===== config.mk =====
export PLATFORM = sky130hd
export DESIGN_NAME = pcw_page_writer
export DESIGN_NICKNAME = d
export VERILOG_FILES = /design/src/rtl/pcw_pkg.sv /design/src/rtl/pcw_page_store.sv /design/src/rtl/pcw_guard.sv /design/src/rtl/pcw_cycle_timer.sv /design/src/rtl/pcw_page_writer.sv
export SDC_FILE = /design/constraint.sdc
export NUM_CORES = 1
export LEC_CHECK = 0
export BUFFER_PORTS_ARGS = -buffer_cell sky130_fd_sc_hd__buf_2
export CAP_MARGIN = 20
export CORE_ASPECT_RATIO = 0.9
export CORE_UTILIZATION = 50
export DETAILED_ROUTE_END_ITERATION = 8
export PLACE_DENSITY_LB_ADDON = 0.2
export SYNTH_ARGS = -nofsm -noshare
export SYNTH_HDL_FRONTEND = slang
export SYNTH_SLANG_ARGS = --single-unit

===== constraint.sdc =====
create_clock -name clk -period 2.27 [get_ports clk]
set_input_delay 0.3405 -clock clk [delete_from_list [all_inputs] [get_ports clk]]
set_output_delay 0.3405 -clock clk [all_outputs]
set_load 0.05 [all_outputs]

===== src/rtl/pcw_pkg.sv =====
package pcw_pkg;
  typedef enum logic {GUARD_LOW = 1'b0, GUARD_HIGH = 1'b1} guard_e;

  // true when the quarter (two top address bits) is the one guarded by side
  function automatic logic in_guard(guard_e side, logic [1:0] quarter);
    return (side == GUARD_LOW) ? (quarter == 2'b00) : (quarter == 2'b11);
  endfunction
endpackage


===== src/rtl/pcw_page_store.sv =====
module pcw_page_store #(
  parameter int DATA_W    = 8,
  parameter int PAGE_BITS = 6
) (
  input  logic                 clk,
  input  logic                 rst,
  input  logic                 clr,
  input  logic                 wr_en,
  input  logic [PAGE_BITS-1:0] wr_idx,
  input  logic [DATA_W-1:0]    wr_data,
  input  logic [PAGE_BITS-1:0] rd_idx,
  output logic [DATA_W-1:0]    rd_data,
  output logic                 rd_hit
);
  localparam int PAGE = 1 << PAGE_BITS;

  logic [DATA_W-1:0] mem [PAGE];
  logic [PAGE-1:0]   vld;

  // plain synchronous write / registered read: maps to block RAM
  always_ff @(posedge clk) begin
    if (wr_en) mem[wr_idx] <= wr_data;
    rd_data <= mem[rd_idx];
  end

  always_ff @(posedge clk) begin
    if (rst) begin
      vld    <= '0;
      rd_hit <= 1'b0;
    end else begin
      if (clr)        vld         <= '0;
      else if (wr_en) vld[wr_idx] <= 1'b1;
      rd_hit <= vld[rd_idx];
    end
  end

  AST_CLR_EMPTIES: assert property (@(posedge clk) disable iff (rst)
    clr |=> (vld == '0)) else $error("received set not cleared");
endmodule


===== src/rtl/pcw_guard.sv =====
module pcw_guard
  import pcw_pkg::*;
#(
  parameter int     ADDR_W = 13,
  parameter guard_e SIDE   = GUARD_LOW
) (
  input  logic [ADDR_W-1:0] addr,
  input  logic              wp_level,
  output logic              blocked
);
  assign blocked = wp_level && in_guard(SIDE, addr[ADDR_W-1 -: 2]);
endmodule


===== src/rtl/pcw_cycle_timer.sv =====
module pcw_cycle_timer #(
  parameter int CYCLES    = 5000,
  parameter int PAGE_BITS = 6
) (
  input  logic                 clk,
  input  logic                 rst,
  input  logic                 start,
  output logic                 busy,
  output logic                 scan_on,
  output logic [PAGE_BITS-1:0] scan_idx
);
  // CYCLES must exceed the page size so the scan ends inside the busy window
  localparam int PAGE = 1 << PAGE_BITS;
  localparam int CW   = $clog2(CYCLES + 1);
  localparam logic [CW-1:0] LAST  = CW'(CYCLES - 1);
  localparam logic [CW-1:0] PAGEC = CW'(PAGE);

  logic [CW-1:0] cnt;

  always_ff @(posedge clk) begin
    if (rst) begin
      busy <= 1'b0;
      cnt  <= '0;
    end else if (!busy) begin
      if (start) begin
        busy <= 1'b1;
        cnt  <= '0;
      end
    end else if (cnt == LAST) begin
      busy <= 1'b0;
    end else begin
      cnt <= cnt + 1'b1;
    end
  end

  assign scan_on  = busy && (cnt < PAGEC);
  assign scan_idx = cnt[PAGE_BITS-1:0];

  AST_BUSY_SPAN: assert property (@(posedge clk) disable iff (rst)
    $fell(busy) |-> $past(cnt) == LAST) else $error("busy window length");
endmodule


===== src/rtl/pcw_page_writer.sv =====
module pcw_page_writer
  import pcw_pkg::*;
#(
  parameter int     ADDR_W       = 13,
  parameter int     DATA_W       = 8,
  parameter int     PAGE_BITS    = 6,
  parameter int     WRITE_CYCLES = 5000,
  parameter guard_e GUARD_SIDE   = GUARD_LOW
) (
  input  logic              clk,
  input  logic              rst,
  input  logic              addr_load,
  input  logic [ADDR_W-1:0] addr_in,
  input  logic              byte_stb,
  input  logic [DATA_W-1:0] byte_in,
  input  logic              commit_req,
  input  logic              wp,
  output logic              busy,
  output logic              ack_vld,
  output logic              ack_ok,
  output logic              ram_we,
  output logic [ADDR_W-1:0] ram_addr,
  output logic [DATA_W-1:0] ram_wdata
);
  localparam int HI_W = ADDR_W - PAGE_BITS;

  logic                 open_q, have_q, rej_q, wph_q;
  logic [HI_W-1:0]      base_q;
  logic [PAGE_BITS-1:0] off_q, idx_d;
  logic                 scan_d;

  logic                 idle, load, stb, close, start, accept;
  logic                 wp_eff, blocked;
  logic                 scan_on, rd_hit;
  logic [PAGE_BITS-1:0] scan_idx;
  logic [DATA_W-1:0]    rd_data;

  assign idle   = !busy;
  assign load   = addr_load && idle;
  assign stb    = byte_stb && idle && open_q && !addr_load;
  assign close  = commit_req && idle && !addr_load;
  assign start  = close && open_q && have_q && !rej_q;
  assign wp_eff = have_q ? wph_q : wp;
  assign accept = stb && !rej_q && !blocked;

  pcw_guard #(.ADDR_W(ADDR_W), .SIDE(GUARD_SIDE)) u_guard (
    .addr({base_q, off_q}), .wp_level(wp_eff), .blocked(blocked)
  );

  pcw_page_store #(.DATA_W(DATA_W), .PAGE_BITS(PAGE_BITS)) u_store (
    .clk(clk), .rst(rst), .clr(load),
    .wr_en(accept), .wr_idx(off_q), .wr_data(byte_in),
    .rd_idx(scan_idx), .rd_data(rd_data), .rd_hit(rd_hit)
  );

  pcw_cycle_timer #(.CYCLES(WRITE_CYCLES), .PAGE_BITS(PAGE_BITS)) u_timer (
    .clk(clk), .rst(rst), .start(start),
    .busy(busy), .scan_on(scan_on), .scan_idx(scan_idx)
  );

  always_ff @(posedge clk) begin
    if (rst) begin
      open_q  <= 1'b0;
      have_q  <= 1'b0;
      rej_q   <= 1'b0;
      wph_q   <= 1'b0;
      base_q  <= '0;
      off_q   <= '0;
      ack_vld <= 1'b0;
      ack_ok  <= 1'b0;
      scan_d  <= 1'b0;
      idx_d   <= '0;
    end else begin
      ack_vld <= stb;
      ack_ok  <= accept;
      scan_d  <= scan_on;
      idx_d   <= scan_idx;
      if (load) begin
        base_q <= addr_in[ADDR_W-1:PAGE_BITS];
        off_q  <= addr_in[PAGE_BITS-1:0];
        open_q <= 1'b1;
        have_q <= 1'b0;
        rej_q  <= 1'b0;
      end else begin
        if (stb) begin
          have_q <= 1'b1;
          if (!have_q) wph_q <= wp;
          if (!have_q && blocked) rej_q <= 1'b1;
          if (accept) off_q <= off_q + 1'b1;
        end
        if (close) open_q <= 1'b0;
      end
    end
  end

  assign ram_we    = scan_d && rd_hit;
  assign ram_addr  = {base_q, idx_d};
  assign ram_wdata = rd_data;

  AST_GUARD_NO_WRITE: assert property (@(posedge clk) disable iff (rst)
    (ram_we && wph_q) |-> !in_guard(GUARD_SIDE, ram_addr[ADDR_W-1 -: 2])) else $error("protected write");
  AST_REJECT_IDLE: assert property (@(posedge clk) disable iff (rst)
    (commit_req && !busy && rej_q) |=> !busy) else $error("rejected commit ran");
  AST_EMPTY_IDLE: assert property (@(posedge clk) disable iff (rst)
    (commit_req && !busy && !have_q) |=> !busy) else $error("empty commit ran");
  AST_ACK_SOURCE: assert property (@(posedge clk) disable iff (rst)
    ack_vld |-> $past(byte_stb && !busy)) else $error("stray acknowledge");
  AST_BUSY_LOCK: assert property (@(posedge clk) disable iff (rst)
    busy |=> $stable(base_q)) else $error("page moved while busy");
endmodule


# --- Word level (Yosys, flattened, before mapping) ---
# Memories as Yosys holds them, arrays and structs flattened. A register that Yosys moved wholly into a read port is not among the register bits.
# Index checks and enable logic that the tools add are counted.
totals:
  mem_bits_rw: 512
  mem_count: 1
  regBits: 105
  output_inout_bits: 25
op_classes:
  reduce_logical: 31
  n_eq_ne: 2
  n_mux: 18
  add_sub_neg: 2
  order_cmp: 4
  bitwise_logic: 2
memory_table:
  columns: ["name", "depth", "word_bits", "rd", "rd_ports_with_merged_regs", "write_ports", "line_no", "rtl"]
  rows:
  - ["u_store.mem", 64, 8, 1, 1, 1, "pcw_page_store.sv:17", "logic [DATA_W-1:0] mem [PAGE];"]
ops:
  columns: ["cell", "count"]
  rows:
  - ["OR 64 bit", 1]
  - ["2-to-1 mux 13 bit", 3]
  - ["2-to-1 mux 6 bit", 3]
  - ["logical AND 1 bit", 16]
  - ["less-than comparator 6 x 7 -> 1 bit (second input constant)", 2]
  - ["adder 13 x 1 -> 13 bit (second input constant)", 1]
  - ["equality test 13 bit (second input constant)", 1]
  - ["less-than comparator 13 x 7 -> 1 bit (second input constant)", 1]
  - ["2-to-1 mux 1 bit", 10]
  - ["AND reduction 2 bit", 4]
  - ["nonzero test 2 bit", 4]
  - ["adder 6 x 1 -> 6 bit (second input constant)", 1]
  - ["binary-select mux 1 bit (select 6 bit)", 1]
  - ["demux 1 bit (select 6 bit)", 1]
  - ["greater-or-equal comparator 6 x 1 -> 1 bit (second input constant)", 1]
  - ["zero test 1 bit", 5]
  - ["zero test 2 bit", 1]
  - ["inequality test 2 bit (second input constant)", 1]
  - ["OR reduction 2 bit", 1]
  - ["NOT 1 bit", 1]

# --- Logic depth before layout (Yosys ltp) ---
depth:
  ltp_word: 9
  ltp_mapped: 9
  mapped_depth_nobuf: 6

# --- Modules after synthesis ---
# Synthesis repeated with hierarchy kept, for this count alone.
hier_totals:
  hier_cells: 1342
  hier_area_um2: 24374.6
by_module_without_submodules:
  columns: ["mod", "cells_each", "seq_area_each_um2", "instances", "area_each_um2"]
  rows:
  - ["pcw_page_store", 1123, 16836.1, 1, 22482.8]
  - ["pcw_page_writer", 117, 520.5, 1, 1047.3]
  - ["pcw_cycle_timer", 101, 280.3, 1, 832.0]
  - ["pcw_guard", 1, 0.0, 1, 12.5]

# --- Worst setup path before layout ---
# No wires, ideal clock.
synth_timing:
  kind: "reg2reg"
  startpoint: "register u_timer.busy"
  endpoint: "memory u_store.mem[59][0], enable pin"
  synth_period_minus_slack_ns: 2.387
  setup_ns: 0.374
  t_arrival_ns: 2.014
  t_required_ns: 1.896
  path_buffers: 1
  path_slack_ns: -0.117
  stages_incl_launch_ff: 6
  cell_sequence: "dfxtp_1 > and4bb_2 > o311a_2 > buf_4 > nand4b_1 > nor2_1"
synth_via:
  elab_chain_len: 8
synth_rtl:
  columns: ["item", "line_no", "rtl"]
  rows:
  - ["start: declaration", "pcw_cycle_timer.sv:8", "output logic busy,"]
  - ["start signal: assignment", "pcw_cycle_timer.sv:22", "busy <= 1'b0;"]
  - ["start signal: assignment", "pcw_cycle_timer.sv:26", "busy <= 1'b1;"]
  - ["start signal: assignment", "pcw_cycle_timer.sv:30", "busy <= 1'b0;"]
  - ["zero test 1 bit", null, null]
  - ["logical AND 1 bit (3 in series)", "pcw_page_writer.sv:40", "assign stb = byte_stb && idle && open_q && !addr_load;"]
  - ["logical AND 1 bit (2 in series)", "pcw_page_writer.sv:44", "assign accept = stb && !rej_q && !blocked;"]
  - ["2-to-1 mux 1 bit", "pcw_page_store.sv:22", "if (wr_en) mem[wr_idx] <= wr_data;"]
  - ["2-to-1 mux 1 bit (implied by the code)", "pcw_page_store.sv:22", null]
  - ["end: declaration", "pcw_page_store.sv:17", null]
# Every way passes these cells.

==> results_dict.tcl <==
set metrics [dict create \
    outcome "finished with violations" \
    violations "DRC" \
    clock_sinks 625 \
    synth_top_area_share 0.6354 \
    first_pass_iters 7 \
    endpoint_kind "flip-flop" \
    ant_nets 0 \
    period_share 0.9703 \
    cpMaxStageDelayCell "mux4_2" \
    max-cap-violations 0 \
    power_density_mw_per_mm2 809.1 \
    grt_antenna_before_repair 0 \
    syn_area_per_cell_um2 19.05 \
    max_slew.worst_pin.slew_ps 831.9 \
    ys_types 54 \
    tritoncts "done" \
    final-hold-violation-count 0 \
    wl_mm 56.52 \
    drv_slew 0 \
    area_delta_synth_final_pct 17.64 \
    hp-class "input port to flip-flop" \
    p_leak_nw 9.115 \
    peakVddDrop_v 0.0009049 \
    place.gp.congestion 0.8713 \
    fin_crit_ps 2203 \
    cp.depth 7 \
    grt_start_max_net_pins 65 \
    cts-buffers-inserted 61 \
    cp_num_buf_inv 2 \
    start_util 0.5059 \
    io_pins 52 \
    postLayoutCoreUtil 0.5951 \
    hold_path_depth 3 \
    required_ps 2770 \
    core_mm2 0.04783 \
    antenna_cells 0 \
    drt_iter0_drc 1243 \
    dieArea_mm2 0.04928 \
    synth_top_cells_by_area "edfxtp_1 64%, mux4_2 14%, dfxtp_1 9.3%" \
    synth-seq-area-share 0.7289 \
    synthMostInstantiatedCell "edfxtp_1" \
    async_reset_ff_frac 0 \
    synthFlopType "edfxtp_1" \
    vias_per_cell 5.844 \
    syn_area_mm2 0.02420 \
    drc 3 \
    worstSetupStartpointType "flip-flop" \
    setup_viol 0 \
    globalRouteOverflowTotal 0 \
    grt_first_pass_wirelength_mm 84.28 \
    r2r_cells 7 \
    cts_max_level 2 \
    crit_type "flip-flop to flip-flop" \
    synth_common_cells "512 x edfxtp_1, 149 x mux4_2, 113 x dfxtp_1, 111 x nor2_1, 66 x mux2i_1" \
    grt_pass1_vias 12720 \
    hpwl_mm 36.19 \
    cts-root-buf "clkbuf_16" \
    cpPeakStageDelay_ps 510 \
    crit_family "multiplexers" \
    critPathMaxFanout 11 \
    synth-edff-count 512 \
    fin_nets 1507 \
    cp.arrival_ps 2700 \
    portBuffers 51 \
    die_w_um 233.9 \
    yosys_warnings 0 \
    grt_usage 0.2388 \
    clockBufferDepth 3 \
    skew_ps 16.48 \
    max_slew_margin 0.4454 \
    crit_chain "buf_4, buf_12, mux4_2, mux2i_1, a22oi_1, o211ai_1, nor2_1" \
    clk_latency_ps 620 \
    synthCells 1270 \
    wl_per_cell_um 26.24 \
    max_freq_ghz 0.4540 \
    ys_ff_latch 625 \
    path_clk_slew_ps 60 \
    drive_above_1_share 0.3092 \
    die_height_um 210.7 \
    rsz0062_at_grt "false" \
    yosysTopAreaCell "edfxtp_1" \
    whs_ps 51.86 \
    vias 12590 \
    fp-row-count 76 \
    synth_fp_nets 1299 \
]
[cells in the final DEF, fill, tap and decap left out, types with 14 or more instances in the layout]
| cell type | instances |
|---|---|
| dfxtp_1 | 110 |
| a21oi_1 | 14 |
| mux2i_1 | 63 |
| nor2_1 | 104 |
| a22oi_1 | 16 |
| nand2_1 | 33 |
| buf_2 | 52 |
| clkbuf_1 | 17 |
| clkbuf_16 | 63 |
| o21a_1 | 65 |
| buf_4 | 128 |
| edfxtp_1 | 512 |
| buf_12 | 24 |
| mux4_2 | 149 |
[registers in the layout (all words and copies together), names as in the netlist]
register / cells
u_store.rd_data: 8
u_store.vld: 64
rej_q: 1
ack_vld: 1
u_store.rd_hit: 1
idx_d: 6
open_q: 1
wph_q: 1
u_timer.cnt: 13
ack_ok: 1
base_q: 7
u_store.mem: 512
scan_d: 1
have_q: 1
off_q: 6
u_timer.busy: 1
[cell families after synthesis]
kind of cell / Yosys count / share of synthesized area
adders and majority gates: 2 / 0.001034
buffers and inverters: 77 / 0.01805
AOI/OAI and AO/OA: 133 / 0.04152
DFF: 625 / 0.7289
and+or+nand+nor: 202 / 0.03868
xor gates and xnor gates: 15 / 0.005429
muxes: 216 / 0.1664
[final timing paths]
check                                     from                  to  slack, ps
worst max-delay path            u_timer.cnt[1]  u_store.rd_data[5]         70
worst min-delay path                addr_in[2]            off_q[2]         50
worst max register to register  u_timer.cnt[1]  u_store.rd_data[5]         70
worst min register to register       base_q[2]           base_q[2]        450
[routing by layer]
metal  GRT usage  up-vias  share of wire
met2      0.3639      388           0.47
li1            -     5529              -
met4     0.06023        0          0.019
met5           0        -              0
met3     0.04941       81          0.070
met1      0.3535     6590           0.44
[final cells by class]
| cell class | instances | area [um^2] |
|---|---|---|
| fillers | 3483 | 19360 |
| clock buffers | 87 | 1737 |
| repair buffers | 216 | 1823 |
| inverters | 6 | 22.52 |
| well taps | 624 | 780.7 |
| multi-input cells | 568 | 6161 |
| flip-flops and latches | 625 | 17650 |
| clock inverters | 28 | 294.0 |
[power breakdown]
part           switching (mW)  internal, mW
Clock                    4.19          5.98
Combinational           0.317         0.115
Sequential             0.0276          12.4
[worst min-delay path: stages]
cell and delay (ps):
buf_2 100, nor2_1 110, a211oi_1 60
[what timing repair did]
item	in CTS	in global routing
setup endpoints to repair	5	10
gates resized for setup	2	3
setup buffers	2	2
hold buffers	11	0
pin swaps	1	1
hold endpoints to repair	11	0
[per-stage QoR]
| stage | std cells | worst slack (ps) | setup TNS [ps] | total power, mW | instance area (um^2) |
|---|---|---|---|---|---|
| floorplan | 1270 | -117.4 | -21010 | 12.82 | 24210 |
| global placement | 2022 | -98.20 | -232.5 | 13.08 | 26250 |
| detailed placement | 2022 | -105.7 | -271.9 | 13.09 | 26250 |
| CTS | 2150 | 42.64 | 0 | 23.22 | 28420 |
| global route | 2154 | 8.921 | 0 | 23.68 | 28470 |
| finish | 2154 | 67.46 | 0 | 23.03 | 28470 |
(Power assumes the default switching activity.)
